### src/rtl/npc_pkg.sv
package npc_pkg;

    localparam int WORD_W     = 32;
    localparam int INSTR_BYTES = 4;

    localparam logic [5:0] OP_SPECIAL = 6'd0;
    localparam logic [5:0] OP_JUMP    = 6'd2;
    localparam logic [5:0] OP_JLINK   = 6'd3;
    localparam logic [5:0] OP_BREQ    = 6'd4;
    localparam logic [5:0] OP_BRNE    = 6'd5;
    localparam logic [5:0] FN_REGJMP  = 6'h08;

    typedef enum logic [2:0] {
        FLOW_SEQ,
        FLOW_BREQ,
        FLOW_BRNE,
        FLOW_JUMP,
        FLOW_JLINK,
        FLOW_REGJMP
    } flow_e;

    typedef struct packed {
        flow_e       flow;
        logic [15:0] offset;
        logic [25:0] region_idx;
    } decoded_t;

    function automatic logic [WORD_W-1:0] branch_dest(
        input logic [WORD_W-1:0] seq_pc,
        input logic [15:0]       offset
    );
        logic [WORD_W-1:0] wide;
        wide = {{(WORD_W-16){offset[15]}}, offset};
        return seq_pc + (wide << 2);
    endfunction

    function automatic logic [WORD_W-1:0] region_dest(
        input logic [WORD_W-1:0] seq_pc,
        input logic [25:0]       idx
    );
        return {seq_pc[WORD_W-1:WORD_W-4], idx, 2'b00};
    endfunction

endpackage

### src/rtl/npc_decode.sv
module npc_decode
    import npc_pkg::*;
(
    input  logic [WORD_W-1:0] instr_i,
    output decoded_t          dec_o
);
    logic [5:0] opcode;
    logic [5:0] funct;

    assign opcode = instr_i[31:26];
    assign funct  = instr_i[5:0];

    always_comb begin
        dec_o.offset     = instr_i[15:0];
        dec_o.region_idx = instr_i[25:0];
        unique case (opcode)
            OP_BREQ:    dec_o.flow = FLOW_BREQ;
            OP_BRNE:    dec_o.flow = FLOW_BRNE;
            OP_JUMP:    dec_o.flow = FLOW_JUMP;
            OP_JLINK:   dec_o.flow = FLOW_JLINK;
            OP_SPECIAL: dec_o.flow = (funct == FN_REGJMP) ? FLOW_REGJMP : FLOW_SEQ;
            default:    dec_o.flow = FLOW_SEQ;
        endcase
    end
endmodule

### src/rtl/npc_select.sv
module npc_select
    import npc_pkg::*;
(
    input  decoded_t          dec_i,
    input  logic [WORD_W-1:0] pc_i,
    input  logic [WORD_W-1:0] rs_val_i,
    input  logic [WORD_W-1:0] rt_val_i,
    input  logic              stall_i,
    output logic [WORD_W-1:0] next_pc_o,
    output logic              link_we_o,
    output logic [WORD_W-1:0] link_data_o,
    output logic              misalign_o
);
    logic [WORD_W-1:0] seq_pc;
    logic [WORD_W-1:0] br_pc;
    logic              same;

    assign seq_pc = pc_i + WORD_W'(INSTR_BYTES);
    assign br_pc  = branch_dest(seq_pc, dec_i.offset);
    assign same   = (rs_val_i == rt_val_i);

    always_comb begin
        case (dec_i.flow)
            FLOW_BREQ:   next_pc_o = same ? br_pc : seq_pc;
            FLOW_BRNE:   next_pc_o = same ? seq_pc : br_pc;
            FLOW_JUMP,
            FLOW_JLINK:  next_pc_o = region_dest(seq_pc, dec_i.region_idx);
            FLOW_REGJMP: next_pc_o = rs_val_i;
            default:     next_pc_o = seq_pc;
        endcase
    end

    assign link_data_o = pc_i + WORD_W'(2 * INSTR_BYTES);
    assign link_we_o   = (dec_i.flow == FLOW_JLINK) && !stall_i;
    assign misalign_o  = (dec_i.flow == FLOW_REGJMP) && (rs_val_i[1:0] != 2'b00);
endmodule

### src/rtl/npc_pc_reg.sv
module npc_pc_reg
    import npc_pkg::*;
#(
    parameter logic [WORD_W-1:0] START_ADDR = 32'h0040_0000
) (
    input  logic              clk,
    input  logic              rst,
    input  logic              hold_i,
    input  logic [WORD_W-1:0] next_pc_i,
    output logic [WORD_W-1:0] pc_o
);
    always_ff @(posedge clk) begin
        if (rst)
            pc_o <= START_ADDR;
        else if (!hold_i)
            pc_o <= next_pc_i;
    end
endmodule

### src/rtl/npc_unit.sv
module npc_unit
    import npc_pkg::*;
#(
    parameter logic [31:0] START_ADDR = 32'h0040_0000
) (
    input  logic        clk,
    input  logic        rst,
    input  logic        stall_i,
    input  logic [31:0] instr_i,
    input  logic [31:0] rs_val_i,
    input  logic [31:0] rt_val_i,
    output logic [31:0] pc_o,
    output logic        link_we_o,
    output logic [31:0] link_data_o,
    output logic        misalign_o
);
    decoded_t          dec;
    logic [WORD_W-1:0] next_pc;

    npc_decode u_dec (
        .instr_i (instr_i),
        .dec_o   (dec)
    );

    npc_select u_sel (
        .dec_i       (dec),
        .pc_i        (pc_o),
        .rs_val_i    (rs_val_i),
        .rt_val_i    (rt_val_i),
        .stall_i     (stall_i),
        .next_pc_o   (next_pc),
        .link_we_o   (link_we_o),
        .link_data_o (link_data_o),
        .misalign_o  (misalign_o)
    );

    npc_pc_reg #(.START_ADDR(START_ADDR)) u_pc (
        .clk       (clk),
        .rst       (rst),
        .hold_i    (stall_i),
        .next_pc_i (next_pc),
        .pc_o      (pc_o)
    );
endmodule

### config.mk
export PLATFORM = sky130hd
export DESIGN_NAME = npc_unit
export DESIGN_NICKNAME = d
export VERILOG_FILES = /design/src/rtl/npc_pkg.sv /design/src/rtl/npc_decode.sv /design/src/rtl/npc_select.sv /design/src/rtl/npc_pc_reg.sv /design/src/rtl/npc_unit.sv
export SDC_FILE = /design/constraint.sdc
export NUM_CORES = 1
export LEC_CHECK = 0
export BUFFER_PORTS_ARGS = -buffer_cell sky130_fd_sc_hd__buf_2
export CELL_PAD_IN_SITES_DETAIL_PLACEMENT = 2
export CELL_PAD_IN_SITES_GLOBAL_PLACEMENT = 2
export CORE_AREA = 10 10 118 162
export DETAILED_ROUTE_END_ITERATION = 12
export DIE_AREA = 0 0 128 172
export MAX_ROUTING_LAYER = met4
export PLACE_DENSITY = 0.93
export SLEW_MARGIN = 20
export SYNTH_ARGS = -nofsm -noshare
export SYNTH_HDL_FRONTEND = slang
export SYNTH_SLANG_ARGS = --single-unit
### constraint.sdc
create_clock -name clk -period 6.92 [get_ports clk]
set_clock_uncertainty 0.05 [all_clocks]
set_input_delay 1.038 -clock clk [delete_from_list [all_inputs] [get_ports clk]]
set_output_delay 1.038 -clock clk [all_outputs]
set_load 0.01 [all_outputs]
Word level (Yosys, flattened, before mapping)
Cells that the tools add are included.
Operators by class
  $add $sub $neg: 3
  equal/unequal tests: 11
  multiplexer cells: 5
  reduce and logical (&&, ||, !) cells: 6
Operators with widths (count)
  32-bit case mux with 4 select lines: 1
  32-bit two-way mux: 2
  32-bit by 3-bit adder with 32-bit output (second input constant): 1
  32-bit adder: 1
  32-bit by 4-bit adder with 32-bit output (second input constant): 1
  32-bit equality test: 1
  3-bit case mux with 5 select lines: 1
  6-bit by 2-bit equality test with 1-bit output (second input constant): 2
  6-bit by 3-bit equality test with 1-bit output (second input constant): 2
  3-bit by 2-bit equality test with 1-bit output (second input constant): 2
  3-bit equality test (second input constant): 2
  6-bit by 4-bit equality test with 1-bit output (second input constant): 1
  6-bit logical NOT: 1
  3-bit by 1-bit equality test with 1-bit output (second input constant): 1
  3-bit two-way mux: 1
  1-bit logical AND: 2
  2-bit nonzero test: 1
  2-bit OR reduction: 1
  1-bit logical NOT: 1
Word-level totals
  register bits: 32
  bits of input ports: 99
  output and inout port bits: 66
  word-level logic and storage cells: 26

Logic depth before layout (Yosys ltp)
Gate-level depths: netlist (run 1).
  word-level depth: 6
  gate-level depth with buffers: 18

Modules after synthesis
From an unflattened synthesis (run 1), not the netlist that was laid out.
Unflattened totals
  cell total of the unflattened synthesis: 690
  area total of the unflattened synthesis: 5277.6 µm²
By module, submodules not included
  npc_select: instances 1, cells an instance 534, area an instance 3708.6 µm²
  npc_pc_reg: instances 1, cells an instance 103, area an instance 1166.1 µm²
  npc_decode: instances 1, cells an instance 53, area an instance 402.9 µm²

Worst setup path after synthesis (run 1)
OpenSTA, ideal clock, no wires.
  path type: reg2reg
  from: reg u_pc.pc_o[4]
  to: reg u_pc.pc_o[31]
  data arrival time: 3.880 ns
  data required time: 6.799 ns
  path slack: 2.919 ns
  cell stages (with the launch flop): 18
  buffers on the path: 1
  period minus slack after synthesis: 4.001 ns
  cells stage by stage: dfxtp_1 > ha_1 > nand3_2 > nor2_1 > nor4b_4 > buf_2 > nand4_1 > xnor2_1 > ha_1 > and3_1 > and4_1 > and3_1 > a221oi_1 > o21ai_0 > a21oi_1 > xor2_1 > mux2_1 > a21oi_1
Between the ends
  cells in the longest elaborated chain, start to end: 4
  elaborated cells on any way between the ends: 5
  classes of those cells: 2 x add/sub; 3 x mux
RTL lines
  start: declaration: RTL line npc_pc_reg.sv:10  | output logic [WORD_W-1:0] pc_o
  start signal: assignment: RTL line npc_pc_reg.sv:16  | pc_o <= next_pc_i;
  32-bit by 3-bit adder with 32-bit output *: RTL line npc_select.sv:18  | assign seq_pc = pc_i + WORD_W'(INSTR_BYTES);
  32-bit adder: RTL line npc_pkg.sv:34  | return seq_pc + (wide << 2);
  32-bit two-way mux, on equally long branches: RTL line npc_select.sv:25, npc_select.sv:24
  32-bit case mux with 4 select lines *: RTL line npc_select.sv:23  | case (dec_i.flow)
Mark *: on every way between the ends. The rest lies on a longest branch, timed or not.
A chain may end at the register's enable or synchronous reset.

Worst setup path in the final report (run 1)
  from: reg u_pc.pc_o[2]
  to: reg u_pc.pc_o[31]
Same word-level chain as after synthesis.

==> impl_metrics.yaml, run 1 <==
power:
  p_per_area_nw_per_um2: 142
  ir_drop_mv: 0.0783
  p_leak_nw: 2.56
setup_path:
  path_class: "flop to flop"
  required_ns: 7.08
  r2r_slack_ns: 1.31
  path_max_fanout: 15
  end_kind: "flop"
  startpoint_type: "flop"
  reg2reg_from: "u_pc.pc_o[2]"
  arrival_ns: 5.77
  reg2reg_depth: 17
  r2r-end: "u_pc.pc_o[31]"
outcome:
  status: "completed"
final_layout:
  largest_reg_flops: 32
  final_cell_mix: "164 x buf_2, 87 x xnor2_1, 48 x nand2_1, 48 x a21oi_1, 35 x ha_1"
  top_regs: "u_pc.pc_o x32"
  seq_area_um2: 641
  fillCellCount: 1961
  fin_cells: 960
  post-route-cell-area_um2: 5820
  final_common_cell: "buf_2"
  area_growth_pct: 22.4
  drive_gt1_share_pct: 25.4
  regMostFlops: "u_pc.pc_o"
  multiInputGateArea_um2: 3840
  fin_util_pct: 36.1
  nets: 894
place:
  place.port_buffers: 164
  dp_hpwl_mm: 19.4
  place_area_um2: 5670
  routabilityCongestion: 0.923
  pre_cts_slack_ns: 1.72
  dpl.cell_count: 951
routing:
  post_drt_wl_per_cell_um: 26.2
  vias: 5751
  drc: 0
  wirelength_mm: 25.2
  vias_per_cell: 5.99
  ant_nets: 0
  drt_first_pass_iters: 5
  drt_iter0_markers: 284
global_route:
  use_met3_pct: 2.54
  grt_pass1_wl_mm: 38.5
  grt_usage_pct: 22.6
  grt_pass1_vias: 6533
  grt-ovfl-total: 0
  grt_util_met1_pct: 23.9
  grtUsageMet2_pct: 40.5
  grt_busiest_layer: "met2"
  grt_max_degree: 66
  antenna_found_initial: 1
timing:
  rsz0062_at_grt: "no"
  relSlewSlack_pct: 26.0
  worstMarginPinSlew_ns: 1.09
  period_needed_ns: 5.61
  hold_viol: 0
  slew_viol_final: 0
  clock.fmax_mhz: 178
  setup_tns_ns: 0
  setup_viol: 0
  setup_slack_ns: 1.31
  finalCritPeriodShare_pct: 81.1
cts:
  h-tree-depth: 2
  clk_pin_slew_ns: 0.07
  clock_path_buffers: 2
  cts_setup_buffers: 0
  clock_sinks: 32
  cts_tree: "yes"
  cts_root_buf: "clkbuf_16"
  post_cts_resized: 0
  clock_latency_ns: 0.30
  holdBufCountCts: 0
  cts_made_buffers: 5
yosys:
  synth-edff-count: 0
  syn_area_per_cell_um2: 7.57
  syn-num-nets: 763
  synth.yosys.warnings: 0
  netlist_instances: 628
  yosysSeqAreaShare_pct: 13.5
  synth_flop_cell: "dfxtp_1"
  ys_types: 66
  ys_seq_elements: 32
  netlist_area_um2: 4760
  synthArstFlopShare_pct: 0
floorplanning:
  initial_utilization_pct: 29.5
  die-area_um2: 22000
  die_y_um: 172
  coreArea_um2: 16100
  ios: 165
  die_w_um: 128
  row_count: 55
run:
  max_cap_viol_count: 0
min_path:
  min_path_type: "flop to flop"
  min_from: "u_pc.pc_o[3]"
  whs_path_depth: 2
  hold_end: "u_pc.pc_o[3]"
-- metal layers --
| metal | vias to the layer above | part of all wire, % |
|---|---|---|
| met5 | - | 0 |
| met4 | 0 | 5.5 |
| met3 | 68 | 4.0 |
| met2 | 218 | 52 |
| met1 | 2878 | 38 |
| li1 | 2587 | - |
-- cell usage after synthesis (17+ instances only) --
master	instances	share of area [%]
a21oi_1	48	5.0
a221o_1	24	5.0
a221oi_1	32	5.9
clkbuf_1	28	2.2
dfxtp_1	32	13
ha_1	35	9.2
inv_1	23	1.8
nand2_1	48	3.8
nand3_1	30	3.2
nand4_1	21	2.8
nor2_1	30	2.4
nor2b_1	17	2.2
nor3_1	20	2.1
xnor2_1	87	16
xor2_1	23	4.2
-- cell families (layout without fill, tap and decap cells) --
group / count (synthesis) / after routing / share of synthesized area, %
simple gates: 209 / 209 / 23.5
compound gates: 168 / 168 / 25.6
mux: 5 / 5 / 1.13
buf+inv: 67 / 199 / 6.02
fa+ha+maj: 36 / 36 / 9.63
other cells: 0 / 1 / 0
xor+xnor: 111 / 111 / 20.6
flops: 32 / 32 / 13.5
-- how the worst max path moves through the flow --
stage / from / endpoint / slack [ns] / cells past startpoint
floorplan: u_pc.pc_o[4] / u_pc.pc_o[31] / 2.92 / 17
global placement: u_pc.pc_o[2] / u_pc.pc_o[31] / 1.94 / 17
detailed placement: u_pc.pc_o[2] / u_pc.pc_o[31] / 1.72 / 17
CTS: u_pc.pc_o[2] / u_pc.pc_o[31] / 1.38 / 17
global route: u_pc.pc_o[2] / u_pc.pc_o[31] / 0.94 / 17
finish: u_pc.pc_o[2] / u_pc.pc_o[31] / 1.31 / 17
-- where the power goes --
part           switching (W)  internal, W
registers          0.0000288     0.000196
clock network       0.000103     0.000142
logic               0.000211     0.000146
-- metrics by stage --
stage                     hold slack, ns  total power (W)
after global placement             0.431         0.000553
after detailed placement           0.486         0.000574
after global routing               0.535         0.000865
final                              0.499         0.000828
after CTS                          0.503         0.000825
after floorplan                    0.457         0.000434
-- layout make-up --
type | count | area share (%)
inverter | 23 | 1.48
tap | 199 | 4.28
timing repair buffer | 168 | 14.6
antenna | 1 | 0.0430
clock inverter | 2 | 0.172
sequential | 32 | 11.0
multi-input combinational | 529 | 66.0
clock buffer | 6 | 2.39
-- worst max-delay path, stage by stage, from the launching register on --
cell	delay, ns
dfxtp_1	0.97
ha_1	0.39
nand3_1	0.29
nor3_2	0.34
nand3_1	0.29
nor2_2	0.33
nand3_1	0.17
xnor2_1	0.35
ha_1	0.40
and3_1	0.23
and4_1	0.24
and3_1	0.20
a221oi_1	0.26
o21ai_0	0.13
a21oi_1	0.20
xor2_1	0.20
mux2_1	0.34
a21oi_1	0.15
(Power assumes the default switching activity.)
==> inputs of run 2 (changes only) <==
CORE_AREA = 10 10 122 168   (was 10 10 118 162)
DIE_AREA = 0 0 132 178   (was 0 0 128 172)
PLACE_DENSITY = 0.87   (was 0.93)
clock period = 5.6 ns   (was 6.92 ns; I/O delays follow)
==> run 2 against run 1 <==
  * First-iteration DRC count shrank 13%
  * Power up 22%
  * Sequential power grew 21%
  * Sequential cell count unchanged
  * Cell count is 4.1% higher
  * Design area rose by 1.1%
  * Global-route usage is 2.5 points lower
  * Register-to-register slack got worse by 0.60 ns
  * Fmax is 15% higher
  * Wire length down 6.0%
==> impl_metrics.yaml, run 2 (same netlist as run 1, synthesis figures left out) <==
power:
  p_per_area_nw_per_um2: 171
  ir_drop_mv: 0.0953
  p_leak_nw: 2.57
cts:
  cts_root_buf: "clkbuf_16"
  clk_pin_slew_ns: 0.06
  h-tree-depth: 2
  clock_latency_ns: 0.29
  cts_tree: "yes"
  cts_setup_buffers: 0
  cts_made_buffers: 5
  clock_sinks: 32
  clock_path_buffers: 2
  holdBufCountCts: 0
  post_cts_resized: 0
global_route:
  grt-ovfl-total: 0
  grt_pass1_vias: 6394
  grt_pass1_wl_mm: 37.0
  antenna_found_initial: 1
  grt_usage_pct: 20.2
  grt_max_degree: 66
timing:
  slew_viol_final: 0
  finalCritPeriodShare_pct: 87.4
  setup_tns_ns: 0
  hold_ws_ns: 0.455
  relSlewSlack_pct: 36.0
  setup_viol: 0
  clock.fmax_mhz: 204
  period_needed_ns: 4.89
  setup_slack_ns: 0.707
  hold_viol: 0
  rsz0062_at_grt: "no"
  worstMarginPinSlew_ns: 0.941
setup_path:
  critical-path-max-stage-delay_ns: 0.48
  cp-startpoint: "u_pc.pc_o[4]"
  arrival_ns: 5.04
  end_kind: "flop"
  cpMaxStageDelayCell: "dfxtp_1"
  required_ns: 5.75
  path_max_fanout: 13
  startpoint_type: "flop"
  path_class: "flop to flop"
  crit_chain: "ha_1 -> nand3_2 -> nor2_1 -> nor4b_4 -> buf_4 -> nand3_1 -> nor4_1 -> xnor2_1 -> ha_1 -> and4_1 -> and3_1 -> a221oi_1 -> o21ai_0 -> a21oi_1 -> xor2_1 -> mux2_1 -> a21oi_1"
  reg2reg_from: "u_pc.pc_o[4]"
place:
  dp_hpwl_mm: 18.9
  dpl.cell_count: 991
  routabilityCongestion: 0.904
  place.port_buffers: 164
  pre_cts_slack_ns: 0.888
  place_area_um2: 5730
final_layout:
  final_common_cell: "buf_2"
  largest_reg_flops: 32
  top_regs: "u_pc.pc_o x32"
  final_cell_mix: "164 x buf_2, 87 x xnor2_1, 48 x nand2_1, 48 x a21oi_1, 35 x ha_1"
  nets: 897
  area_growth_pct: 23.7
  drive_gt1_share_pct: 25.6
  fillCellCount: 2082
  fin_cells: 999
  post-route-cell-area_um2: 5880
  regMostFlops: "u_pc.pc_o"
routing:
  vias: 5589
  dr_wl_met2_mm: 12.4
  vias_per_cell: 5.59
  wirelength_mm: 23.6
  dr.max_layer_used: "met4"
  drt_first_pass_iters: 4
  ant_nets: 0
  met3_length_mm: 1.09
  drt_iter0_markers: 247
  wl_met1_mm: 9.14
  post_drt_wl_per_cell_um: 23.7
  drc: 0
floorplanning:
  die_y_um: 178
  coreArea_um2: 17300
  die_w_um: 132
  initial_utilization_pct: 27.4
  row_count: 57
  ios: 165
  die-area_um2: 23500
run:
  max_cap_viol_count: 0
min_path:
  min_path_type: "flop to flop"
  min_from: "u_pc.pc_o[1]"
outcome:
  status: "completed"
## run 2: worst max-delay path, delay by kind of cell, from the launching register on
kind            cells  cell delay [ns]
flops               1             0.48
mux                 1             0.35
simple gates        7             1.64
compound gates      4             0.87
xor+xnor            2             0.41
buf+inv             1             0.29
fa+ha+maj           2             0.70
## run 2: area by class of cell
type / instances / area (um2) / share of cell area (%)
antenna: 1 / 2.50 / 0.0425
timing repair buffer: 171 / 873 / 14.8
sequential: 32 / 641 / 10.9
multi-input combinational: 529 / 3830 / 65.1
inverter: 23 / 86.3 / 1.47
tap: 236 / 295 / 5.02
clock buffer: 7 / 153 / 2.59
## run 2: metrics by stage
stage	utilization (%)	power, W
after floorplan	-	0.000536
after global placement	33.1	0.000689
after detailed placement	33.1	0.000703
after CTS	33.9	0.00101
after global routing	34.0	0.00106
final	34.0	0.00101
## run 2: path summary, 6_finish.rpt
kind	endpoint	slack, ns	cells past startpoint
worst min register to register	u_pc.pc_o[1]	0.45	2
worst min-delay path	u_pc.pc_o[1]	0.45	2
worst max register to register	u_pc.pc_o[31]	0.71	17
worst max-delay path	u_pc.pc_o[31]	0.71	17
## run 2: power breakdown
| group | switching [W] | internal [W] |
|---|---|---|
| clock | 0.000116 | 0.000187 |
| sequential | 0.0000305 | 0.000242 |
| combinational | 0.000251 | 0.000180 |
## run 2: per-layer routing
layer  vias up  GRT usage (%)
met5         -              -
met4         0           9.34
met3        44           2.53
met2       184           36.2
met1      2763           21.8
li1       2598              -
